## src/rtl/ep0irq_pkg.sv

```systemverilog
package ep0irq_pkg;
  localparam int unsigned WORD_W      = 8;
  localparam int unsigned NUM_EVT     = 3;
  localparam int unsigned STAT_W      = NUM_EVT + 1;
  localparam int unsigned VBUS_BIT    = NUM_EVT;
  localparam int unsigned SYNC_STAGES = 2;
  // status bit positions, decoded by firmware
  localparam int unsigned BIT_IN_DONE = 0;
  localparam int unsigned BIT_IN_REQ  = 1;
  localparam int unsigned BIT_OUT_RX  = 2;
  localparam logic        ADDR_STAT   = 1'b0;
  localparam logic        ADDR_EN     = 1'b1;
endpackage

```

## src/rtl/ep0irq_sync.sv

```systemverilog
module ep0irq_sync #(
  parameter int unsigned STAGES = 2
) (
  input  logic clk,
  input  logic rst_n,
  input  logic din,
  output logic dout
);
  logic [STAGES-1:0] chain_q;
  logic [STAGES-1:0] chain_d;

  always_comb begin
    chain_d = {chain_q[STAGES-2:0], din};
  end

  always_ff @(posedge clk or negedge rst_n) begin
    if (!rst_n) chain_q <= '0;
    else        chain_q <= chain_d;
  end

  assign dout = chain_q[STAGES-1];

  generate
    if (STAGES == 2) begin : g_chk
      logic [1:0] age_q;
      always_ff @(posedge clk or negedge rst_n) begin
        if (!rst_n)           age_q <= '0;
        else if (age_q != 2'd2) age_q <= age_q + 2'd1;
      end
      // output is the pin value two edges earlier
      p_vbus_latency_r6: assert property (@(posedge clk) disable iff (!rst_n)
        (age_q == 2'd2) |-> (dout == $past(din, 2)));
    end
  endgenerate
endmodule

```

## src/rtl/ep0irq_flag.sv

```systemverilog
module ep0irq_flag (
  input  logic clk,
  input  logic rst_n,
  input  logic evt,
  input  logic clr,
  output logic q
);
  logic q_nxt;
  logic q_ce;

  always_comb begin
    q_ce  = evt | clr;
    q_nxt = evt | (q & ~clr);
  end

  always_ff @(posedge clk or negedge rst_n) begin
    if (!rst_n)    q <= 1'b0;
    else if (q_ce) q <= q_nxt;
  end

  // an event leaves the flag set
  p_evt_sets_r3: assert property (@(posedge clk) disable iff (!rst_n)
    evt |=> q);
  p_clear_r4: assert property (@(posedge clk) disable iff (!rst_n)
    (clr && !evt) |=> !q);
  p_hold_r4: assert property (@(posedge clk) disable iff (!rst_n)
    (!clr && !evt) |=> $stable(q));
  p_evt_wins_r5: assert property (@(posedge clk) disable iff (!rst_n)
    (clr && evt) |=> q);
endmodule

```

## src/rtl/ep0irq_enable.sv

```systemverilog
module ep0irq_enable #(
  parameter int unsigned W = 4
) (
  input  logic         clk,
  input  logic         rst_n,
  input  logic         we,
  input  logic [W-1:0] wdata,
  output logic [W-1:0] en
);
  logic [W-1:0] en_nxt;

  always_comb begin
    en_nxt = wdata;
  end

  always_ff @(posedge clk or negedge rst_n) begin
    if (!rst_n)  en <= '0;
    else if (we) en <= en_nxt;
  end

  p_en_loads_r7: assert property (@(posedge clk) disable iff (!rst_n)
    we |=> (en == $past(wdata)));
  p_en_holds_r7: assert property (@(posedge clk) disable iff (!rst_n)
    !we |=> $stable(en));
endmodule

```

## src/rtl/usb_ep0_irq_flags.sv

```systemverilog
module usb_ep0_irq_flags
  import ep0irq_pkg::*;
(
  input  logic              clk,
  input  logic              rst_n,
  input  logic              vbus_pin,
  input  logic              ev_out_rx,
  input  logic              ev_in_req,
  input  logic              ev_in_done,
  input  logic              reg_sel,
  input  logic              reg_wr,
  input  logic              reg_addr,
  input  logic [WORD_W-1:0] reg_wdata,
  output logic [WORD_W-1:0] reg_rdata,
  output logic              irq
);
  localparam int unsigned PAD_W = WORD_W - STAT_W;

  logic [NUM_EVT-1:0] evt_vec;
  logic [NUM_EVT-1:0] clr_vec;
  logic [NUM_EVT-1:0] flag_vec;
  logic [STAT_W-1:0]  status;
  logic [STAT_W-1:0]  en;
  logic               vbus_s;
  logic               wr_stat;
  logic               wr_en;

  always_comb begin
    evt_vec              = '0;
    evt_vec[BIT_IN_DONE] = ev_in_done;
    evt_vec[BIT_IN_REQ]  = ev_in_req;
    evt_vec[BIT_OUT_RX]  = ev_out_rx;
    wr_stat = reg_sel & reg_wr & (reg_addr == ADDR_STAT);
    wr_en   = reg_sel & reg_wr & (reg_addr == ADDR_EN);
  end

  ep0irq_sync #(.STAGES(SYNC_STAGES)) u_vbus_sync (
    .clk  (clk),
    .rst_n(rst_n),
    .din  (vbus_pin),
    .dout (vbus_s)
  );

  generate
    for (genvar i = 0; i < NUM_EVT; i++) begin : g_flag
      assign clr_vec[i] = wr_stat & ~reg_wdata[i];
      ep0irq_flag u_flag (
        .clk  (clk),
        .rst_n(rst_n),
        .evt  (evt_vec[i]),
        .clr  (clr_vec[i]),
        .q    (flag_vec[i])
      );
    end
  endgenerate

  ep0irq_enable #(.W(STAT_W)) u_enable (
    .clk  (clk),
    .rst_n(rst_n),
    .we   (wr_en),
    .wdata(reg_wdata[STAT_W-1:0]),
    .en   (en)
  );

  always_comb begin
    status = {vbus_s, flag_vec};
    irq    = |(status & en);
    if (reg_addr == ADDR_EN) reg_rdata = {{PAD_W{1'b0}}, en};
    else                     reg_rdata = {{PAD_W{1'b0}}, status};
  end

  p_irq_needs_enable_r7: assert property (@(posedge clk) disable iff (!rst_n)
    (en == '0) |-> !irq);
  p_reserved_zero_r8: assert property (@(posedge clk) disable iff (!rst_n)
    reg_rdata[WORD_W-1:STAT_W] == '0);
  p_vbus_unclearable_r6: assert property (@(posedge clk) disable iff (!rst_n)
    (wr_stat && !reg_wdata[VBUS_BIT] && $past(vbus_pin) && vbus_s) |=> vbus_s);
  p_reset_quiet_r9: assert property (@(posedge clk)
    !rst_n |-> (flag_vec == '0 && en == '0 && !irq));
endmodule

```

## config.mk

```make
export PLATFORM = sky130hd
export DESIGN_NAME = usb_ep0_irq_flags
export DESIGN_NICKNAME = d
export VERILOG_FILES = /design/src/rtl/ep0irq_pkg.sv /design/src/rtl/ep0irq_sync.sv /design/src/rtl/ep0irq_flag.sv /design/src/rtl/ep0irq_enable.sv /design/src/rtl/usb_ep0_irq_flags.sv
export SDC_FILE = /design/constraint.sdc
export NUM_CORES = 1
export LEC_CHECK = 0
export BUFFER_PORTS_ARGS = -buffer_cell sky130_fd_sc_hd__buf_2
export CORE_AREA = 2 2 39 41
export CTS_CLUSTER_SIZE = 28
export DETAILED_ROUTE_END_ITERATION = 7
export DIE_AREA = 0 0 41 43
export PLACE_DENSITY = 0.67
export SKIP_CTS_REPAIR_TIMING = 1
export SYNTH_ARGS = -nofsm -noshare
export SYNTH_HDL_FRONTEND = slang
export SYNTH_HIERARCHICAL = 1
export SYNTH_SLANG_ARGS = --single-unit
```

## constraint.sdc

```tcl
create_clock -name clk -period 1.3 [get_ports clk]
set_clock_uncertainty 0.15 [all_clocks]
set_input_delay 0.13 -clock clk [delete_from_list [all_inputs] [get_ports clk]]
set_output_delay 0.13 -clock clk [all_outputs]
set_load 0.02 [all_outputs]
```

Word-level counts from Yosys, hierarchy flattened
Cells that the tools add are included.
Storage, ports and cells
  output and inout port bits: 9
  bits in registers: 9
  word-level logic and storage cells: 30
  input port bits: 17
Operators by class
  reductions and logical operators: 1
  bitwise gates (word level): 23
  muxes and demuxes: 1
Operators by type and width (number)
  1-bit bitwise AND: 9
  1-bit NOT: 7
  1-bit bitwise OR: 6
  4-bit bitwise AND: 1
  4-bit two-way mux: 1
  4-bit OR reduction: 1

Depth between registers and ports, before layout
Gate-level depths: netlist (run 1).
  depth after elaboration: 6
  gate-level depth with buffers: 4
  gate-level depth less buffers: 4

Modules after synthesis
The synthesis (run 1) kept the hierarchy.
By module, submodules not included
  ep0irq_enable: area an instance 145.1 µm², instances 1, sequential area each 100.1 µm², cells an instance 8
  usb_ep0_irq_flags: area an instance 123.9 µm², instances 1, sequential area each 0.0 µm², cells an instance 17
  ep0irq_flag: area an instance 36.3 µm², instances 3, sequential area each 25.0 µm², cells an instance 3
  ep0irq_sync: area an instance 50.0 µm², instances 1, sequential area each 50.0 µm², cells an instance 2

Worst setup path after synthesis (run 1)
OpenSTA, ideal clock, no wires.
  path kind: reg2out
  from: register u_enable.en[0]
  to: output port irq
  cell stages (with the launch flop): 3
  setup slack: 0.330 ns
  data arrival time: 0.690 ns
  cell sequence: dfrtp_1 a22oi_1 nand2_1
On the way
  longest elaborated chain between the ends: 2
RTL lines
  from (decl): RTL line ep0irq_enable.sv:8  | output logic [W-1:0] en
  from (signal assigned): RTL line ep0irq_enable.sv:18  | else if (we) en <= en_nxt;
  4-bit bitwise AND: RTL line usb_ep0_irq_flags.sv:67  | irq = |(status & en);
  4-bit OR reduction: RTL line usb_ep0_irq_flags.sv:67
  to (decl): RTL line usb_ep0_irq_flags.sv:15  | output logic irq
No other way between the ends.

Worst setup path in the final report (run 1)
  from: register g_flag[0].u_flag.q
  to: output port reg_rdata[0]
On the way
  longest elaborated chain between the ends: 1
RTL lines
  from (decl): RTL line ep0irq_flag.sv:6  | output logic q
  from (signal assigned): RTL line ep0irq_flag.sv:18  | else if (q_ce) q <= q_nxt;
  4-bit two-way mux: RTL line usb_ep0_irq_flags.sv:68  | if (reg_addr == ADDR_EN) reg_rdata = {{PAD_W{1'b0}}, en};
  to (decl): RTL line usb_ep0_irq_flags.sv:14  | output logic [WORD_W-1:0] reg_rdata,
No other way between the ends.

==> metrics.yaml, run 1 <==
peakVddDrop_mv: 0.479
grt_pass1_wl_mm: 1.18
tritoncts.num_buffers: 3
path_buf_inv: 1
p_per_area_nw_per_um2: 1120
synthXorXnorAreaFrac: 0
r2r_setup_slack_ns: 0.25
cp_max_fo: 3
root_buffer: "clkbuf_4"
crit_path_top_delay_cell: "dfrtp_1"
yosysTopAreaCellShare: 0.526
reg2reg_from: "u_enable/en[1]"
cts_tree: "built"
synthSimpleGateAreaFrac: 0.0702
firstDrtPassIters: 4
cts_buffer_depth: 2
fmax_mhz: 727
r2r_cells: 2
cp_cell_sequence: "mux2_4 -> buf_6"
synth_area_leaders: "dfrtp_1 53%, mux2_2 21%, buf_4 7.0%, a21o_1 5.3%, a22oi_1 3.5%"
most-common-layout-cells: "12 x buf_2, 9 x dfrtp_1, 9 x dlygate4sd3_1, 5 x buf_6"
netlist_area_um2: 428
crit_arrival_ns: 1.10
cp_top_family: "flip-flops"
layout-drive-gt1-share: 0.500
min_path_type: "in2async"
grt_max_degree: 10
antenna_found_initial: 0
diodes: 0
ant_nets: 0
fin_tns_setup_ns: -0.304
synthAdderAreaFrac: 0
utilization: 0.510
path_clk_slew_ns: 0.07
numPortBuffers: 17
fin_crit_sh: 1.06
start_util: 0.309
dp_hpwl_um: 611
criticalPathCategory: "reg2out"
synthCells: 36
ys_seq_elements: 9
setup_ws_ns: -0.0762
detail_route.iter0.violations: 3
die_x_um: 41
rsz0062_at_grt: "true"
gp_congestion: 0.720
vias_per_cell: 4.30
clock_latency_ns: 0.26
wl_per_cell_um: 11.3
overflow: 0
p_leak_nw: 0.336
place_ws_ns: 0.144
syn_avg_cell_area_um2: 11.9
power.total_mw: 0.788
hold_violations: 0
rr_endpoint: "u_enable/en[1]"
layout_commonest_cell: "buf_2"
area_delta_synth_final_pct: 64.9
finalWirelength_um: 948
nets: 86
violations: "setup timing"
max_stage_delay_ns: 0.41
yosysSeqAreaShare: 0.526
finalMaxSlewViolations: 0
drt_drc_violations_left: 0
start_kind: "flip-flop"
die-area_um2: 1760
rows: 14
die_h_um: 43
yosys_warnings: 6
finalSetupViolCount: 5
cts_sinks: 9
synth_compound_area_frac: 0.0877
maxCapViolations: 0
ios: 26
cp_data_required_time_ns: 1.02
h-tree-depth: 1
num_vias: 361
muxShareOfSynthArea: 0.211
grt.total_usage: 0.104
outcome: "complete, but fails checks"
synth.distinct_cells: 11
synth_top_family_by_area: "multiplexers"
min_period_ns: 1.38
grt_pass1_vias: 308
coreArea_um2: 1380
endpoint_kind: "primary output"
synth_top_area_cell: "dfrtp_1"
cell type report:
type                            instances  area [um2]
Sequential cell                         9         225
Clock buffer                            3        22.5
Fill cell                             127         678
Tap cell                               16        20.0
Timing Repair Buffer                   29         229
Clock inverter                          1        5.00
Inverter                                3        11.3
Multi-Input combinational cell         23         193
where the power goes:
| group | leakage [nW] | total, mW | internal [mW] | switching (mW) |
|---|---|---|---|---|
| registers | 0.0980 | 0.336 | 0.310 | 0.0259 |
| clock network | 0.0177 | 0.220 | 0.114 | 0.106 |
| logic | 0.220 | 0.232 | 0.138 | 0.0942 |
flip-flops by register name, summed over array words and instances (netlist names):
register,flops
u_vbus_sync/chain_q,2
u_enable/en,4
g_flag.u_flag/q,3
logic make-up (layout without fill, tap and decap cells):
logic type             count (synthesis)  count (layout)
AO/OA/AOI/OAI                          5               5
buffers and inverters                  7              36
flip-flops                             9               9
multiplexers                           8               8
other                                  1               4
AND/OR/NAND/NOR                        6               6
stage by stage:
stage / cells / cell area [um2] / hold slack (ns)
6_report: 84 / 706 / 0.0883
5_1_grt: 84 / 706 / 0.105
4_1_cts: 72 / 542 / -0.446
3_5_place_dp: 68 / 514 / -0.156
3_3_place_gp: 68 / 514 / -0.161
2_1_floorplan: 39 / 439 / -0.316
synthesized netlist by cell type (all sizes together):
cell type and instances:
a22oi 2, nand3b 1, buf 4, nor2 3, conb 1, a21o 3
inv 3, mux2 8, dfrtp 9, and3 1, nand2 1
how the worst max path moves through the flow:
stage,start,endpoint,cells past startpoint
finish,g_flag[0].u_flag/q,reg_rdata[0],2
global route,g_flag[0].u_flag/q,reg_rdata[0],2
CTS,u_enable/en[2],irq,3
detailed placement,reg_addr,u_enable/en[2],3
global placement,reg_addr,u_enable/en[1],3
floorplan,u_enable/en[0],irq,2
per-layer routing:
layer,GRT usage,vias to the layer above,wire length [um]
met3,0.0157,2,36
li1,-,178,-
met1,0.125,169,381
met2,0.156,12,516
met4,0.0800,0,14
met5,0,-,0
(Power assumes the default switching activity.)
==> inputs of run 2 (changes only) <==
--- a/config.mk
+++ b/config.mk
@@ -10,7 +10,7 @@
 export CTS_CLUSTER_SIZE = 28
 export DETAILED_ROUTE_END_ITERATION = 7
 export DIE_AREA = 0 0 41 43
-export PLACE_DENSITY = 0.67
+export PLACE_DENSITY = 0.69
 export SKIP_CTS_REPAIR_TIMING = 1
 export SYNTH_ARGS = -nofsm -noshare
 export SYNTH_HDL_FRONTEND = slang
==> metrics.yaml, run 2 (synthesis gave the netlist of run 1 again) <==
outcome: "complete, but fails checks"
violations: "setup timing"
finalWirelength_um: 895
rsz0062_at_grt: "true"
tritoncts.num_buffers: 3
firstDrtPassIters: 4
gp_congestion: 0.708
vias_per_cell: 4.37
cp_max_fo: 3
start_util: 0.309
met2_length_um: 455
overflow: 0
finalMaxSlewViolations: 0
die_h_um: 43
dp_hpwl_um: 599
crit_arrival_ns: 1.09
grt_pass1_vias: 324
p_seq_frac: 0.430
cts_tree: "built"
crit_path_top_delay_cell: "dfrtp_1"
layout-drive-gt1-share: 0.470
cts_buffer_depth: 2
start_kind: "flip-flop"
whs_ns: 0.111
cp_top_family: "flip-flops"
setup_ws_ns: -0.0749
largest_register_ffs: 4
endpoint_kind: "primary output"
grt_pass1_wl_mm: 1.26
grt_max_degree: 10
criticalPathCategory: "reg2out"
diodes: 0
num_vias: 358
rows: 14
finalSetupViolCount: 5
h-tree-depth: 1
top_regs: "u_enable/en (4), g_flag.u_flag/q (3), u_vbus_sync/chain_q (2)"
detail_route.iter0.violations: 1
layout_commonest_cell: "buf_2"
p_per_area_nw_per_um2: 1140
hold_violations: 0
regMostFlops: "u_enable/en"
cts_sinks: 9
power.total_mw: 0.776
clock_latency_ns: 0.25
switching_share: 0.280
path_clk_slew_ns: 0.07
max_stage_delay_ns: 0.41
die-area_um2: 1760
p_comb_frac: 0.285
maxCapViolations: 0
path_buf_inv: 1
area_delta_synth_final_pct: 59.4
ant_nets: 0
clkPwrFrac: 0.285
die_x_um: 41
p_leak_nw: 0.314
ios: 26
intPower_mw: 0.559
m1WireLength_um: 374
cp_data_required_time_ns: 1.02
utilization: 0.493
cp_cell_sequence: "a22oi_1 -> nand2_1 -> buf_6"
peakVddDrop_mv: 0.643
wl_per_cell_um: 10.9
antenna_found_initial: 0
min_path_type: "in2async"
fmax_mhz: 727
p_switching_mw: 0.217
place_ws_ns: 0.155
min_period_ns: 1.37
nets: 84
top_layer_used: "met3"
grt.total_usage: 0.107
drt_drc_violations_left: 0
met3WireLength_um: 65
coreArea_um2: 1380
root_buffer: "clkbuf_4"
most-common-layout-cells: "12 x buf_2, 9 x dfrtp_1, 9 x dlygate4sd3_1, 6 x mux2_2, 5 x buf_6"
fin_crit_sh: 1.06
numPortBuffers: 17
## run 2: worst paths after layout
kind	depth (start not counted)	slack, ns	startpoint	endpoint
max	3	-0.07	g_flag[0].u_flag/q	irq
min reg2reg	0	0.20	u_vbus_sync/chain_q[0]	u_vbus_sync/chain_q[1]
min in group clk	5	0.17	reg_sel	g_flag[1].u_flag/q
max in group asynchronous	2	0.70	rst_n	g_flag[2].u_flag/q
min	2	0.11	rst_n	u_enable/en[0]
max reg2reg	2	0.27	u_enable/en[1]	u_enable/en[1]
## run 2: layer usage
layer,GRT usage,vias to the layer above
met5,0,-
met1,0.135,165
met2,0.156,15
met3,0.0314,0
met4,0.0600,0
li1,-,178
## run 2: cell type report
type | instances | area, um2
Fill cell | 127 | 702
Sequential cell | 9 | 225
Timing Repair Buffer | 27 | 214
Multi-Input combinational cell | 23 | 185
Clock buffer | 4 | 26.3
Tap cell | 16 | 20.0
Inverter | 3 | 11.3
## run 2: per-stage QoR
| stage | cell area (um2) | TNS [ns] | std cells |
|---|---|---|---|
| finish | 682 | -0.280 | 82 |
| global route | 682 | -0.500 | 82 |
| detailed placement | 514 | 0 | 68 |
| CTS | 541 | -0.341 | 72 |
| floorplan | 439 | 0 | 39 |
| global placement | 514 | 0 | 68 |
## run 2: power by group through the flow
| stage | logic [mW] | registers, mW | clock network, mW |
|---|---|---|---|
| after CTS | 0.153 | 0.331 | 0.228 |
| after detailed placement | 0.153 | 0.336 | 0 |
| after global routing | 0.239 | 0.339 | 0.251 |
| after global placement | 0.151 | 0.335 | 0 |
| final | 0.221 | 0.334 | 0.221 |
| after floorplan | 0.111 | 0.330 | 0 |
